===== config.mk =====
export PLATFORM = sky130hd
export DESIGN_NAME = irq_vec_ctrl
export DESIGN_NICKNAME = d
export VERILOG_FILES = /design/src/rtl/irq_pkg.sv /design/src/rtl/irq_pri_sel.sv /design/src/rtl/irq_vec_regs.sv /design/src/rtl/irq_ret_stack.sv /design/src/rtl/irq_vec_ctrl.sv
export SDC_FILE = /design/constraint.sdc
export NUM_CORES = 1
export LEC_CHECK = 0
export ABC_AREA = 1
export BUFFER_PORTS_ARGS = -buffer_cell sky130_fd_sc_hd__buf_4
export CORE_MARGIN = 3
export CORE_UTILIZATION = 62
export CTS_BUF_LIST = sky130_fd_sc_hd__clkbuf_8
export DETAILED_ROUTE_END_ITERATION = 8
export GPL_ROUTABILITY_DRIVEN = 0
export PLACE_DENSITY = 0.82
export SYNTH_ARGS = -nofsm -noshare
export SYNTH_HDL_FRONTEND = slang
export SYNTH_HIERARCHICAL = 1
export SYNTH_SLANG_ARGS = --single-unit
export TNS_END_PERCENT = 10

===== constraint.sdc =====
create_clock -name clk -period 6.2 [get_ports clk]
set_clock_uncertainty 0.2 [all_clocks]
set_input_delay 0.62 -clock clk [delete_from_list [all_inputs] [get_ports clk]]
set_output_delay 0.62 -clock clk [all_outputs]
set_load 0.05 [all_outputs]

===== src/rtl/irq_pkg.sv =====
package irq_pkg;
   // action chosen for the current cycle
   typedef enum logic [1:0] {
      ACT_NONE = 2'd0,
      ACT_TAKE = 2'd1,
      ACT_RET  = 2'd2,
      ACT_OVF  = 2'd3
   } irq_act_e;
endpackage


===== src/rtl/irq_pri_sel.sv =====
module irq_pri_sel #(
   parameter int N_SRC = 4,
   parameter int LVL_W = 3
) (
   input  logic [N_SRC-1:0] req,
   input  logic [N_SRC-1:0] mask,
   output logic             any,
   output logic [LVL_W-1:0] win
);
   logic [N_SRC-1:0] live;

   assign live = req & ~mask;
   assign any  = |live;

   // scan from the highest index down so the lowest index is left standing
   always_comb begin
      win = LVL_W'(N_SRC);
      for (int i = N_SRC - 1; i >= 0; i--) begin
         if (live[i]) win = LVL_W'(i);
      end
   end
endmodule


===== src/rtl/irq_vec_regs.sv =====
module irq_vec_regs #(
   parameter int N_SRC = 4,
   parameter int PC_W  = 16,
   parameter int CA_W  = 3,
   parameter int LVL_W = 3
) (
   input  logic             clk,
   input  logic             rst_n,
   input  logic             we,
   input  logic [CA_W-1:0]  addr,
   input  logic [PC_W-1:0]  wdata,
   input  logic [LVL_W-1:0] rd_idx,
   output logic [PC_W-1:0]  rd_data,
   output logic [N_SRC-1:0] mask
);
   logic [PC_W-1:0] vec [N_SRC];

   for (genvar g = 0; g < N_SRC; g++) begin : g_entry
      always_ff @(posedge clk or negedge rst_n) begin
         if (!rst_n)                                 vec[g] <= '0;
         else if (we && addr == CA_W'(g))            vec[g] <= wdata;
      end
   end

   always_ff @(posedge clk or negedge rst_n) begin
      if (!rst_n)                               mask <= '0;
      else if (we && addr == CA_W'(N_SRC))      mask <= wdata[N_SRC-1:0];
   end

   always_comb begin
      rd_data = '0;
      for (int i = 0; i < N_SRC; i++) begin
         if (rd_idx == LVL_W'(i)) rd_data = vec[i];
      end
   end
endmodule


===== src/rtl/irq_ret_stack.sv =====
module irq_ret_stack #(
   parameter int DEPTH = 4,
   parameter int W     = 19
) (
   input  logic         clk,
   input  logic         rst_n,
   input  logic         push,
   input  logic         pop,
   input  logic [W-1:0] din,
   output logic [W-1:0] top,
   output logic         full,
   output logic         empty
);
   localparam int CNT_W = $clog2(DEPTH + 1);
   localparam int IDX_W = (DEPTH > 1) ? $clog2(DEPTH) : 1;
   localparam int SLOTS = 2 ** IDX_W;

   logic [W-1:0]     mem [SLOTS];
   logic [CNT_W-1:0] cnt;
   logic [CNT_W-1:0] cnt_m1;

   assign cnt_m1 = cnt - 1'b1;
   assign full   = (cnt == CNT_W'(DEPTH));
   assign empty  = (cnt == '0);
   assign top    = mem[cnt_m1[IDX_W-1:0]];

   always_ff @(posedge clk or negedge rst_n) begin
      if (!rst_n) begin
         cnt <= '0;
         for (int i = 0; i < SLOTS; i++) mem[i] <= '0;
      end else if (push) begin
         mem[cnt[IDX_W-1:0]] <= din;
         cnt <= cnt + 1'b1;
      end else if (pop) begin
         cnt <= cnt_m1;
      end
   end


   push_full_chk: assert property (@(posedge clk) disable iff (!rst_n) push |-> !full);

   pop_empty_chk: assert property (@(posedge clk) disable iff (!rst_n) pop |-> !empty);
endmodule


===== src/rtl/irq_vec_ctrl.sv =====
module irq_vec_ctrl
   import irq_pkg::*;
#(
   parameter int N_SRC     = 4,
   parameter int PC_W      = 16,
   parameter int STK_DEPTH = 4,
   parameter int CA_W      = $clog2(N_SRC + 1)
) (
   input  logic             clk,
   input  logic             rst_n,
   input  logic [N_SRC-1:0] irq_req,
   input  logic             gie,
   input  logic             instr_end,
   input  logic [PC_W-1:0]  cur_pc,
   input  logic             rti,
   input  logic             cfg_we,
   input  logic [CA_W-1:0]  cfg_addr,
   input  logic [PC_W-1:0]  cfg_wdata,
   output logic             pc_load,
   output logic [PC_W-1:0]  pc_next,
   output logic             in_service,
   output logic             overflow
);
   localparam int LVL_W = $clog2(N_SRC + 1);
   localparam int ENT_W = PC_W + LVL_W;
   localparam logic [LVL_W-1:0] LVL_IDLE = LVL_W'(N_SRC);

   if (N_SRC < 2)          begin : g_bad_src   $error("N_SRC must be at least 2");   end
   if (STK_DEPTH < 1)      begin : g_bad_depth $error("STK_DEPTH must be positive"); end
   if (CA_W < LVL_W)       begin : g_bad_ca    $error("CA_W too narrow");             end

   logic [N_SRC-1:0] mask;
   logic             any;
   logic [LVL_W-1:0] win;
   logic [PC_W-1:0]  vec_addr;
   logic [ENT_W-1:0] stk_top;
   logic             stk_full, stk_empty;
   logic [LVL_W-1:0] cur_lvl;
   irq_act_e         act;

   irq_pri_sel #(.N_SRC(N_SRC), .LVL_W(LVL_W)) u_sel (
      .req(irq_req), .mask(mask), .any(any), .win(win)
   );

   irq_vec_regs #(.N_SRC(N_SRC), .PC_W(PC_W), .CA_W(CA_W), .LVL_W(LVL_W)) u_regs (
      .clk(clk), .rst_n(rst_n), .we(cfg_we), .addr(cfg_addr), .wdata(cfg_wdata),
      .rd_idx(win), .rd_data(vec_addr), .mask(mask)
   );

   irq_ret_stack #(.DEPTH(STK_DEPTH), .W(ENT_W)) u_stk (
      .clk(clk), .rst_n(rst_n),
      .push(act == ACT_TAKE), .pop(act == ACT_RET),
      .din({cur_pc + 1'b1, cur_lvl}),
      .top(stk_top), .full(stk_full), .empty(stk_empty)
   );

   always_comb begin
      act = ACT_NONE;
      if (rti && !stk_empty)                            act = ACT_RET;
      else if (instr_end && gie && any && win < cur_lvl) act = stk_full ? ACT_OVF : ACT_TAKE;
   end

   always_ff @(posedge clk or negedge rst_n) begin
      if (!rst_n) begin
         cur_lvl  <= LVL_IDLE;
         pc_load  <= 1'b0;
         pc_next  <= '0;
         overflow <= 1'b0;
      end else begin
         pc_load  <= (act == ACT_TAKE) || (act == ACT_RET);
         overflow <= (act == ACT_OVF);
         case (act)
            ACT_TAKE: begin
               pc_next <= vec_addr;
               cur_lvl <= win;
            end
            ACT_RET: begin
               pc_next <= stk_top[ENT_W-1:LVL_W];
               cur_lvl <= stk_top[LVL_W-1:0];
            end
            default: ;
         endcase
      end
   end

   assign in_service = !stk_empty;


   load_cause_chk: assert property (@(posedge clk) disable iff (!rst_n)
      pc_load |-> ($past(instr_end) || $past(rti)));

   ovf_no_load_chk: assert property (@(posedge clk) disable iff (!rst_n)
      overflow |-> !pc_load);

   nest_raise_chk: assert property (@(posedge clk) disable iff (!rst_n)
      (pc_load && !$past(rti)) |-> (cur_lvl < $past(cur_lvl)));

   idle_level_chk: assert property (@(posedge clk) disable iff (!rst_n)
      !in_service |-> (cur_lvl == LVL_IDLE));
endmodule


==> impl_results.md <==
* Die width at 127 µm
* RSZ-0062 raised after global routing: no
* Run status: finished clean
* Grt total ovfl at 0
* Synth Instances at 1,062
* Filler instances at approximately 1.2k
* Max Fclk at roughly 220 MHz
* Slowest cell on crit path: ha_1
* R2R cell count at 10
* Post-synth EDFFs at 0
* Endpoints failing setup at 0
* Unique masters post-synth at 34
* Endpoint type of the worst setup path: flip-flop
* Crit start category: flip-flop
* # resized after CTS at 0
* Post-route clock period utilization at about 73%
* Seq/Total Area, Yosys at a little under half
* Sink Count at about 170
* N_diodes at 0
* Leading cell type in the layout, fill and taps excluded: nand2_1
* Post-layout util at 68.3%
* Critical path type: flip-flop to flip-flop
* Final wirelength at just under 20,000 µm
* Initial DRC Count at 714
* Hold Path Class: primary input to async pin
* FF-to-FF Start: u_stk/cnt[0]
* Ys Warns at 6
* Largest net degree at the start of global routing at 98
* Drt drc at 0
* Die Ht at ~130 µm
* Die ar. at ~16,000 µm²
* Core Region at between 10,000 and 15,000 µm²
* Share of layout cells above drive strength 1 at between 20% and 30%
* Vias in the first global route at roughly 6.7k
* CTS tree: yes
* Layout Nets at roughly 1.1k
* Num CTS Buffers at 17
* Mapped cell area at 9000 µm²
* Average routed wire per standard cell at ~15 µm
* Main area contributors after synthesis: dfrtp_1 46%, nand2_1 12%, o21ai_2 7.7%
* Critical path required time at about 6.4 ns
* Area Growth Syn to Fin at 6.50%
* Root Driver: clkbuf_8
* DRT Pass-1 Iters at 5
* Initial antenna violation count at 0
* Max Root-Sink Buffers at 2
* HPWL after detailed placement at around 12,000 µm
* DR vias at 7,018
* Grt met1 use at between 30 and 40%
* Syn Area/Cell at 8.48 µm²
* Critical path's top delay family: adder cells
* Setup TNS at 0 ns
* Met3 Use GR at approximately 5.0%
* Global Route Usage Sum at 25.2%
* Leakage power at 0.00482 µW
* Synth area leader: dfrtp_1
* Primary FF master, synth: dfrtp_1
* Via density per instance at 5.51
* Pwr dens at around 450 nW/µm²
* Critical path's largest stage delay at roughly 1.1 ns
* Met2 usage at between 30% and 40%
* Hold-fix buffers at CTS at 0
* Critical Path Fanout Max at 61
* Clock-pin slew on the worst setup and hold paths at ~0.08 ns
* First-pass GRT wire length at around 33,000 µm
* Flop2flop setup slack at roughly 1.7 ns
* Arr. time, crit path at between 4 and 5 ns
* Asr flop ratio synth at 100%
* Max VDD drop at roughly 330 µV
* Clk_lat worst skew at about 0.46 ns
* FP Rows at 43
* Starting Density at 64.1%
* Slew headroom at between 20% and 30%
* Antenna Nets Post-Route at 0
* WP buf/inv at 3
* Synth top area share at approximately 46%
* Commonest cells after routing, fill and taps aside: 283 x nand2_1, 167 x dfrtp_1, 121 x inv_1, 79 x o21ai_2, 77 x nand3_1
* MaxCap Viol Count at 0
* Reg2reg end: cur_lvl[2]
* Setup repair bufs after CTS at 0
* Busiest grt layer: met2
* Final min period at 4.51 ns
* Hold Vio Cnt, Final at 0
* PortBufs at 63
* IO Pins at 64
* Synthesized flop and latch total at around 170
* CTS H-Tree Depth at 4
* Max-slew violation total from the final report at 0
* Slew at the pin closest to its max-slew limit at about 1.1 ns
* Crit-path cells: buf_4 > inv_1 > ha_1 > inv_1 > nor2_1 > nor2_2 > nor2_1 > ha_1 > o21ai_0 > o22ai_1
* Post-synth net total at around 1.1k
==> cell usage after synthesis, types with 4 or more instances <==
master    count
nand2_2      20
buf_4        11
dfrtp_1     167
nand3_1      77
inv_1       119
clkbuf_1      7
nand2_4       7
buf_6        23
clkbuf_2      4
ha_1         11
nor2_1       30
nand2_1     283
a31oi_1      17
o21ai_2      79
buf_2        17
nor2_2       10
o21ai_1      37
xor2_1        4
xnor2_1       4
nor2_4        6
inv_2         8
or2_2        19
o21ai_0      35
nand4_1      51
==> power breakdown <==
part	leakage, µW	internal [µW]	switching, µW
Combinational	0.00249	646	1230
Sequential	0.00214	1480	225
Clock	0.000189	339	378
Total	0.00482	2470	1830
==> final cells by class <==
class / instances / area (µm²) / share of cell area [%]
multi-input combinational: 701 / 3810 / 39.8
tap: 180 / 225 / 2.35
timing repair buffer: 67 / 507 / 5.28
inverter: 128 / 480 / 5.01
sequential: 168 / 4210 / 43.9
clock inverter: 10 / 81.3 / 0.848
clock buffer: 20 / 275 / 2.87
==> sequential cells by signal, summed over array words and instances, names as in the netlist <==
register,cells
cur_lvl,3
overflow,1
pc_load,1
pc_next,16
u_regs/mask,4
u_regs/vec,64
u_stk/cnt,3
u_stk/mem,76
==> kinds of logic (layout without fill, tap and decap cells) <==
| family | count (synthesis) | count (layout) | synth area share (%) |
|---|---|---|---|
| simple gates | 510 | 510 | 26.9 |
| buf+inv | 193 | 225 | 11.0 |
| compound gates | 172 | 172 | 13.1 |
| flops | 168 | 168 | 46.7 |
| fa+ha+maj | 11 | 11 | 1.53 |
| xor+xnor | 8 | 8 | 0.778 |
==> metal layers <==
layer	vias to the layer above	wire length (µm)	share of wire (%)
met5	-	0	0
met4	0	295	1.5
met3	23	1060	5.4
met2	172	9000	46
met1	3359	9140	47
li1	3464	-	-
==> worst max path at each step <==
stage | slack, ns | to | start | cells after the start
floorplan | 3.35 | u_stk/mem[27] | irq_req[0] | 16
global placement | 1.92 | cur_lvl[2] | u_stk/cnt[0] | 10
detailed placement | 1.77 | cur_lvl[2] | u_stk/cnt[0] | 10
CTS | 1.75 | cur_lvl[2] | u_stk/cnt[0] | 10
global route | 1.25 | cur_lvl[2] | u_stk/cnt[0] | 10
finish | 1.69 | cur_lvl[2] | u_stk/cnt[0] | 10
==> per-stage QoR <==
step / std cells / hold slack, ns / setup slack [ns] / total power, µW / cell area, µm²
floorplan: 1062 / 0.124 / 3.35 / 3120 / 9000
global placement: 1244 / 0.257 / 1.92 / 3510 / 9230
detailed placement: 1244 / 0.259 / 1.77 / 3570 / 9230
CTS: 1274 / 0.0636 / 1.75 / 4300 / 9590
global route: 1274 / 0.0817 / 1.25 / 4620 / 9590
finish: 1274 / 0.0444 / 1.69 / 4300 / 9590
No activity file was read; power rests on OpenSTA's default activity.
